**config.mk**
```make
export PLATFORM = sky130hd
export DESIGN_NAME = bt_mbox_regs
export DESIGN_NICKNAME = d
export VERILOG_FILES = /design/src/rtl/bt_mbox_pkg.sv /design/src/rtl/bt_mbox_buffer.sv /design/src/rtl/bt_mbox_flags.sv /design/src/rtl/bt_mbox_irq.sv /design/src/rtl/bt_mbox_regs.sv
export SDC_FILE = /design/constraint.sdc
export NUM_CORES = 1
export LEC_CHECK = 0
export BUFFER_PORTS_ARGS = -buffer_cell sky130_fd_sc_hd__buf_2
export CAP_MARGIN = 20
export CELL_PAD_IN_SITES_DETAIL_PLACEMENT = 0
export CELL_PAD_IN_SITES_GLOBAL_PLACEMENT = 1
export CORE_UTILIZATION = 55
export CTS_BUF_LIST = sky130_fd_sc_hd__clkbuf_16
export CTS_CLUSTER_SIZE = 12
export DETAILED_ROUTE_END_ITERATION = 12
export PLACE_DENSITY = 0.88
export SLEW_MARGIN = 20
export SYNTH_ARGS = -nofsm -noshare
export SYNTH_HDL_FRONTEND = slang
export SYNTH_HIERARCHICAL = 1
export SYNTH_SLANG_ARGS = --single-unit
```
**constraint.sdc**
```tcl
create_clock -name clk -period 4.2 [get_ports clk]
set_clock_uncertainty 0.05 [all_clocks]
set_input_delay 1.26 -clock clk [delete_from_list [all_inputs] [get_ports clk]]
set_output_delay 1.26 -clock clk [all_outputs]
set_load 0.05 [all_outputs]
```
**src/rtl/bt_mbox_pkg.sv**
```systemverilog
package bt_mbox_pkg;

    typedef enum logic [1:0] {
        OFS_CTRL = 2'd0,
        OFS_DATA = 2'd1,
        OFS_IRQ  = 2'd2,
        OFS_NONE = 2'd3
    } reg_ofs_e;

    // control byte bit positions (host software decodes these)
    localparam int CB_CLR_WR = 0;
    localparam int CB_CLR_RD = 1;
    localparam int CB_H2B    = 2;
    localparam int CB_B2H    = 3;
    localparam int CB_SMS    = 4;
    localparam int CB_OEM0   = 5;
    localparam int CB_HBUSY  = 6;
    localparam int CB_BBUSY  = 7;

    // interrupt byte bit positions
    localparam int IB_EN    = 0;
    localparam int IB_PEND  = 1;
    localparam int IB_HWRST = 7;

    localparam int DW = 8;

    typedef struct packed {
        logic b_busy;
        logic h_busy;
        logic oem0;
        logic sms_atn;
        logic b2h_atn;
        logic h2b_atn;
    } flags_t;

    typedef struct packed {
        logic          wr;
        reg_ofs_e      ofs;
        logic [DW-1:0] data;
    } host_wr_t;

    typedef struct packed {
        logic set_b2h;
        logic set_sms;
        logic set_oem0;
        logic clr_h2b;
        logic set_busy;
        logic clr_busy;
    } ctl_cmd_t;

    function automatic logic [DW-1:0] pack_ctrl(flags_t f);
        return {f.b_busy, f.h_busy, f.oem0, f.sms_atn, f.b2h_atn, f.h2b_atn, 2'b00};
    endfunction

    function automatic logic wr_bit(host_wr_t w, reg_ofs_e o, int b);
        return w.wr && (w.ofs == o) && w.data[b];
    endfunction

    // set has priority over clear
    function automatic logic next_flag(logic cur, logic set, logic clr);
        return set ? 1'b1 : (clr ? 1'b0 : cur);
    endfunction

endpackage

```
**src/rtl/bt_mbox_buffer.sv**
```systemverilog
module bt_mbox_buffer
    import bt_mbox_pkg::*;
#(
    parameter int DEPTH = 64
) (
    input  logic          clk,
    input  logic          rst,
    input  logic          wr_en,
    input  logic          wr_clr,
    input  logic [DW-1:0] wdata,
    input  logic          rd_en,
    input  logic          rd_clr,
    output logic [DW-1:0] rdata
);
    localparam int PTR_W = (DEPTH > 2) ? $clog2(DEPTH) : 1;
    localparam logic [PTR_W-1:0] LAST = PTR_W'(DEPTH - 1);

    logic [DW-1:0]    mem [DEPTH];
    logic [PTR_W-1:0] wr_ptr, rd_ptr;

    function automatic logic [PTR_W-1:0] step(logic [PTR_W-1:0] p);
        return (p == LAST) ? '0 : p + 1'b1;
    endfunction

    always_ff @(posedge clk) begin
        if (wr_en) mem[wr_ptr] <= wdata;
    end

    always_ff @(posedge clk) begin
        if (rst || wr_clr)  wr_ptr <= '0;
        else if (wr_en)     wr_ptr <= step(wr_ptr);
    end

    always_ff @(posedge clk) begin
        if (rst || rd_clr)  rd_ptr <= '0;
        else if (rd_en)     rd_ptr <= step(rd_ptr);
    end

    assign rdata = mem[rd_ptr];

    p_wptr_clear_r6: assert property (@(posedge clk) disable iff (rst)
        wr_clr |=> wr_ptr == '0);
    p_rptr_clear_r6: assert property (@(posedge clk) disable iff (rst)
        rd_clr |=> rd_ptr == '0);
    p_wptr_step_r7: assert property (@(posedge clk) disable iff (rst)
        (wr_en && !wr_clr && wr_ptr != LAST) |=> wr_ptr == $past(wr_ptr) + 1'b1);
    p_rptr_step_r8: assert property (@(posedge clk) disable iff (rst)
        (rd_en && !rd_clr && rd_ptr != LAST) |=> rd_ptr == $past(rd_ptr) + 1'b1);
    p_wptr_wrap_r9: assert property (@(posedge clk) disable iff (rst)
        (wr_en && !wr_clr && wr_ptr == LAST) |=> wr_ptr == '0);
    p_rptr_wrap_r9: assert property (@(posedge clk) disable iff (rst)
        (rd_en && !rd_clr && rd_ptr == LAST) |=> rd_ptr == '0);

endmodule

```
**src/rtl/bt_mbox_flags.sv**
```systemverilog
module bt_mbox_flags
    import bt_mbox_pkg::*;
(
    input  logic     clk,
    input  logic     rst,
    input  host_wr_t hw,
    input  ctl_cmd_t cmd,
    output flags_t   flags,
    output logic     clr_wr_ptr,
    output logic     clr_rd_ptr
);
    flags_t flags_d;
    logic hit_h2b, hit_b2h, hit_sms, hit_oem0, hit_hbusy;

    always_comb begin
        hit_h2b    = wr_bit(hw, OFS_CTRL, CB_H2B);
        hit_b2h    = wr_bit(hw, OFS_CTRL, CB_B2H);
        hit_sms    = wr_bit(hw, OFS_CTRL, CB_SMS);
        hit_oem0   = wr_bit(hw, OFS_CTRL, CB_OEM0);
        hit_hbusy  = wr_bit(hw, OFS_CTRL, CB_HBUSY);
        clr_wr_ptr = wr_bit(hw, OFS_CTRL, CB_CLR_WR);
        clr_rd_ptr = wr_bit(hw, OFS_CTRL, CB_CLR_RD);
    end

    always_comb begin
        flags_d         = flags;
        flags_d.h_busy  = flags.h_busy ^ hit_hbusy;
        flags_d.b2h_atn = next_flag(flags.b2h_atn, cmd.set_b2h, hit_b2h);
        flags_d.sms_atn = next_flag(flags.sms_atn, cmd.set_sms, hit_sms);
        flags_d.oem0    = next_flag(flags.oem0, cmd.set_oem0, hit_oem0);
        flags_d.h2b_atn = next_flag(flags.h2b_atn, hit_h2b, cmd.clr_h2b);
        flags_d.b_busy  = next_flag(flags.b_busy, cmd.set_busy, cmd.clr_busy);
    end

    always_ff @(posedge clk) begin
        if (rst) flags <= '0;
        else     flags <= flags_d;
    end

    p_hbusy_toggle_r3: assert property (@(posedge clk) disable iff (rst)
        hit_hbusy |=> flags.h_busy != $past(flags.h_busy));
    p_hbusy_hold_r3: assert property (@(posedge clk) disable iff (rst)
        !hit_hbusy |=> $stable(flags.h_busy));
    p_b2h_clear_r4: assert property (@(posedge clk) disable iff (rst)
        (hit_b2h && !cmd.set_b2h) |=> !flags.b2h_atn);
    p_bbusy_host_r4: assert property (@(posedge clk) disable iff (rst)
        (!cmd.set_busy && !cmd.clr_busy) |=> $stable(flags.b_busy));
    p_h2b_set_r5: assert property (@(posedge clk) disable iff (rst)
        hit_h2b |=> flags.h2b_atn);
    p_h2b_keep_r5: assert property (@(posedge clk) disable iff (rst)
        (flags.h2b_atn && !cmd.clr_h2b) |=> flags.h2b_atn);
    p_b2h_setwins_r12: assert property (@(posedge clk) disable iff (rst)
        cmd.set_b2h |=> flags.b2h_atn);
    p_busy_set_r13: assert property (@(posedge clk) disable iff (rst)
        cmd.set_busy |=> flags.b_busy);

endmodule

```
**src/rtl/bt_mbox_irq.sv**
```systemverilog
module bt_mbox_irq
    import bt_mbox_pkg::*;
(
    input  logic     clk,
    input  logic     rst,
    input  host_wr_t hw,
    input  logic     set_pend,
    output logic     irq_en,
    output logic     irq_pend,
    output logic     hw_rst,
    output logic     host_irq
);
    logic wr_irq, hit_pend, hit_hwrst;

    always_comb begin
        wr_irq    = hw.wr && (hw.ofs == OFS_IRQ);
        hit_pend  = wr_bit(hw, OFS_IRQ, IB_PEND);
        hit_hwrst = wr_bit(hw, OFS_IRQ, IB_HWRST);
    end

    always_ff @(posedge clk) begin
        if (rst) begin
            irq_en   <= 1'b0;
            irq_pend <= 1'b0;
            hw_rst   <= 1'b0;
        end else begin
            if (wr_irq) irq_en <= hw.data[IB_EN];
            irq_pend <= next_flag(irq_pend, set_pend, hit_pend);
            hw_rst   <= hit_hwrst;
        end
    end

    assign host_irq = irq_en & irq_pend;

    p_pend_set_r10: assert property (@(posedge clk) disable iff (rst)
        set_pend |=> irq_pend);
    p_pend_clear_r10: assert property (@(posedge clk) disable iff (rst)
        (hit_pend && !set_pend) |=> !irq_pend);
    p_hwrst_pulse_r11: assert property (@(posedge clk) disable iff (rst)
        hit_hwrst |=> hw_rst);
    p_hwrst_quiet_r11: assert property (@(posedge clk) disable iff (rst)
        !hit_hwrst |=> !hw_rst);

endmodule

```
**src/rtl/bt_mbox_regs.sv**
```systemverilog
module bt_mbox_regs
    import bt_mbox_pkg::*;
#(
    parameter int BUF_DEPTH = 64
) (
    input  logic       clk,
    input  logic       rst,
    input  logic       host_wr_en,
    input  logic       host_rd_en,
    input  logic [1:0] host_addr,
    input  logic [7:0] host_wdata,
    output logic [7:0] host_rdata,
    output logic       host_irq,
    input  logic       ctl_set_b2h_atn,
    input  logic       ctl_set_sms_atn,
    input  logic       ctl_set_oem0,
    input  logic       ctl_clr_h2b_atn,
    input  logic       ctl_set_busy,
    input  logic       ctl_clr_busy,
    input  logic       ctl_ptr_clr,
    input  logic       ctl_req_rd_en,
    output logic [7:0] ctl_req_rdata,
    input  logic       ctl_rsp_wr_en,
    input  logic [7:0] ctl_rsp_wdata,
    output logic [7:0] ctl_flags,
    output logic       ctl_hw_reset
);
    localparam int N_DIR = 2;   // 0: request (host->ctl), 1: response (ctl->host)
    localparam int D_REQ = 0;
    localparam int D_RSP = 1;

    host_wr_t hw;
    ctl_cmd_t cmd;
    flags_t   flags;
    logic     clr_wr_ptr, clr_rd_ptr;
    logic     irq_en, irq_pend;
    reg_ofs_e ofs;

    logic [N_DIR-1:0]         b_wr, b_wclr, b_rd, b_rclr;
    logic [N_DIR-1:0][DW-1:0] b_wdata, b_rdata;

    always_comb begin
        ofs          = reg_ofs_e'(host_addr);
        hw.wr        = host_wr_en;
        hw.ofs       = ofs;
        hw.data      = host_wdata;
        cmd.set_b2h  = ctl_set_b2h_atn;
        cmd.set_sms  = ctl_set_sms_atn;
        cmd.set_oem0 = ctl_set_oem0;
        cmd.clr_h2b  = ctl_clr_h2b_atn;
        cmd.set_busy = ctl_set_busy;
        cmd.clr_busy = ctl_clr_busy;
    end

    bt_mbox_flags u_flags (
        .clk        (clk),
        .rst        (rst),
        .hw         (hw),
        .cmd        (cmd),
        .flags      (flags),
        .clr_wr_ptr (clr_wr_ptr),
        .clr_rd_ptr (clr_rd_ptr)
    );

    bt_mbox_irq u_irq (
        .clk      (clk),
        .rst      (rst),
        .hw       (hw),
        .set_pend (ctl_set_b2h_atn),
        .irq_en   (irq_en),
        .irq_pend (irq_pend),
        .hw_rst   (ctl_hw_reset),
        .host_irq (host_irq)
    );

    always_comb begin
        b_wr[D_REQ]    = host_wr_en && (ofs == OFS_DATA);
        b_wclr[D_REQ]  = clr_wr_ptr;
        b_wdata[D_REQ] = host_wdata;
        b_rd[D_REQ]    = ctl_req_rd_en;
        b_rclr[D_REQ]  = ctl_ptr_clr;
        b_wr[D_RSP]    = ctl_rsp_wr_en;
        b_wclr[D_RSP]  = ctl_ptr_clr;
        b_wdata[D_RSP] = ctl_rsp_wdata;
        b_rd[D_RSP]    = host_rd_en && (ofs == OFS_DATA);
        b_rclr[D_RSP]  = clr_rd_ptr;
    end

    for (genvar d = 0; d < N_DIR; d++) begin : g_buf
        bt_mbox_buffer #(.DEPTH(BUF_DEPTH)) u_buf (
            .clk    (clk),
            .rst    (rst),
            .wr_en  (b_wr[d]),
            .wr_clr (b_wclr[d]),
            .wdata  (b_wdata[d]),
            .rd_en  (b_rd[d]),
            .rd_clr (b_rclr[d]),
            .rdata  (b_rdata[d])
        );
    end

    assign ctl_req_rdata = b_rdata[D_REQ];
    assign ctl_flags     = pack_ctrl(flags);

    always_comb begin
        unique case (ofs)
            OFS_CTRL: host_rdata = pack_ctrl(flags);
            OFS_DATA: host_rdata = b_rdata[D_RSP];
            OFS_IRQ:  host_rdata = {6'b0, irq_pend, irq_en};
            default:  host_rdata = '0;
        endcase
    end

    p_ptrbits_zero_r2: assert property (@(posedge clk) disable iff (rst)
        ofs == OFS_CTRL |-> host_rdata[1:0] == 2'b00);
    p_irq_needs_en_r10: assert property (@(posedge clk) disable iff (rst)
        host_irq |-> (irq_en && irq_pend));

endmodule

```
==> impl_metrics.ini <==
[status]
status = finished, violations left
violations = setup timing

[pwr]
powerDensity_mw_per_mm2 = 428
ir_worst_vdd_mv = 0.427
p_leak_nw = 15.5
finalPower_mw = 21.0

[logic_synthesis]
synth_top_family_by_area = multiplexers
avgSynthCellArea_um2 = 20.2
synthTopCellsByCount = edfxtp_1, mux4_2, nor2_1, clkbuf_1, nand2_1
yosysTopAreaCell = edfxtp_1
synth_area_leaders = edfxtp_1, mux4_2, dfxtp_1
synth_top_flop_cell = edfxtp_1
synth-edff-count = 1024
syn-instance-count = 2077
yosys_warnings = 6
syn_area_mm2 = 0.0419
synth_compound_area_share_pct = 2.40
async_flop_share_pct = 0
ys_ff_latch = 1069
ys_seq_area_share_pct = 75.6
synthSimpleGateAreaFrac_pct = 4.06
yosys.cell_types.count = 55
synthMuxAreaShare_pct = 15.9
yosysMostFrequentCell = edfxtp_1
synth_fa_ha_area_share_pct = 0.120
synth_top_area_share_pct = 73.5
synth-xor-area-share_pct = 0.335

[final_layout]
final_nets = 2399
final_cell_area_mm2 = 0.0491
area_delta_synth_final_pct = 17.3
layout-drive-gt1-share_pct = 34.3

[setup_path]
crit_arrival_ns = 3.23
cp_num_buf_inv = 6
crit_required_ns = 2.89
slowest_delay_ns = 0.49
critPathMaxFanout = 6
crit_type = flop to output pin
end_kind = output pin
critPathLaunchType = flop
cp_slowest_cell = mux4_2
cpLargestDelayFamily = buffers and inverters
crit_chain = buf_12 > buf_12 > buf_12 > buf_16 > buf_4 > mux4_2 > o22ai_2 > nor4_1 > nor2_1 > o21ai_2 > mux2i_1 > nor2_1 > buf_6
cp_common_cell = buf_12

[route]
routed_wl_mm = 102
first_pass_iters = 6
drt-initial-drc-count = 2836
antenna_left = 0
wire_per_inst_um = 30.0
viasPerCell = 6.50
vias = 22100
route.detailed.drc = 0

[floorplanning]
coreArea_mm2 = 0.0748
fp.dieH_um = 278
initial_utilization_pct = 55.9
die-area_mm2 = 0.0772
ios = 57
die_w_um = 278
fp-row-count = 100

[timing]
period_minus_slack_ns = 4.54
tns_ns = -3.09
fin_ws_ns = -0.342
worst_pin_slew_ns = 1.14
hold_viol = 0
final_max_slew_viol_count = 0
hold_slack_ns = 0.464
finalSetupViolations = 16
fmax_ghz = 0.220
relSlewSlack_pct = 24.1
rsz0062_at_grt = true
timing.final.crit_share_pct = 108

[global_routing]
antenna_found_initial = 3
grt_pass1_wl_mm = 148
overflow = 0
grt_pass1_vias = 22700
grt_max_degree = 66
grt.total_usage_pct = 26.3

[clock_network]
htreeDepth = 3
clk_latency_ns = 0.67
cts_root_buffer = clkbuf_16
clk_pin_slew_ns = 0.06
cts_buffers = 105
cts_buffer_depth = 3
cts_tree = yes
clock-sinks = 1069
ctsHoldBuffers = 0

[placed_design]
globalplace.congestion = 0.866
dpl_cell_area_mm2 = 0.0442
dp_hpwl_mm = 58.1
dp_slack_ns = 0.0429
numPortBuffers = 54

[worst_hold_path]
hold_class = flop to flop

[job]
cap_violations = 0
state kept, by name, indices dropped and copies added, names as in the netlist, named ones only:
| name | count |
|---|---|
| u_irq/hw_rst | 1 |
| u_irq/irq_en | 1 |
| u_irq/irq_pend | 1 |
| g_buf.u_buf/rd_ptr | 12 |
| u_flags/flags | 6 |
| g_buf.u_buf/wr_ptr | 12 |
| g_buf.u_buf/mem | 1024 |
cells in the final DEF, fill, tap and decap left out, types with 8 or more instances in the layout:
cell type  count
edfxtp_1    1024
buf_16        13
buf_6         25
o21ai_1       14
buf_12        26
o22ai_1       17
mux2i_1       22
clkbuf_16    107
mux2_2        43
mux2_4         9
buf_2         33
nor2_1       158
inv_1         39
xor2_1        12
mux2i_2       13
mux4_2       246
o211ai_1      10
dfxtp_1       37
nand2_1       61
o21ai_0       16
mux2i_4       16
nor2b_1       13
nor3_1        29
o21ai_2       12
nand2b_1      16
nand4_1        8
buf_4        196
nand3_1       20
clkinv_1      16
worst min-delay path: stages (launching register included):
cell,delay (ns)
dfxtp_1,0.32
o21ai_0,0.07
a21oi_1,0.07
path summary, 6_finish.rpt:
kind / start / end / slack [ns] / cells past startpoint
max: flop / host_rdata[7] / -0.34 / 13
min: g_buf[0].u_buf/rd_ptr[5] / g_buf[0].u_buf/rd_ptr[5] / 0.46 / 2
max reg2reg: g_buf[1].u_buf/wr_ptr[2] / g_buf[1].u_buf/mem[29][2] / 1.55 / 3
min reg2reg: g_buf[0].u_buf/rd_ptr[5] / g_buf[0].u_buf/rd_ptr[5] / 0.46 / 2
repair_timing:
action / in CTS / in global routing
resized for setup: 167 / 73
gates cloned: 10 / 1
buffers inserted: 42 / 26
pin swaps: 32 / 25
setup endpoints to repair: 16 / 16
metrics by stage:
step	utilization [%]	std cells
2_1_floorplan	-	2078
3_3_place_gp	59.0	3151
3_5_place_dp	59.0	3151
4_1_cts	64.9	3372
5_1_grt	65.6	3396
6_report	65.6	3397
cell type report:
type	count	area, um^2
timing repair buffer	300	2930
tap	969	1210
sequential	1069	31700
antenna	1	2.50
fill	4564	25700
inverter	7	26.3
multi-input combinational	881	10300
clock buffer	106	2650
clock inverter	64	345
metal layers:
metal	up-vias	share of wire, %	track usage, %	wire length, um
met1	11400	36	33.6	36500
met4	4	4.6	11.8	4700
li1	9086	-	-	-
met3	278	8.7	4.66	8850
met5	-	0.027	0	27
met2	1353	51	44.3	51800
report_power, final:
group / leakage, nW / total, mW / internal (mW) / switching [mW]
Clock: 1.59 / 8.39 / 4.58 / 3.81
Sequential: 9.58 / 11.7 / 11.7 / 0.0190
Combinational: 4.33 / 0.948 / 0.409 / 0.539
Total: 15.5 / 21.0 / 16.7 / 4.37
kinds of logic after synthesis:
group	count (synthesis)
DFF	1069
other	1
AOI/OAI and AO/OA	148
and+or+nand+nor	361
xor gates and xnor gates	16
muxes	350
buffers and inverters	128
adders and majority gates	4
No activity file was read; power rests on OpenSTA's default activity.
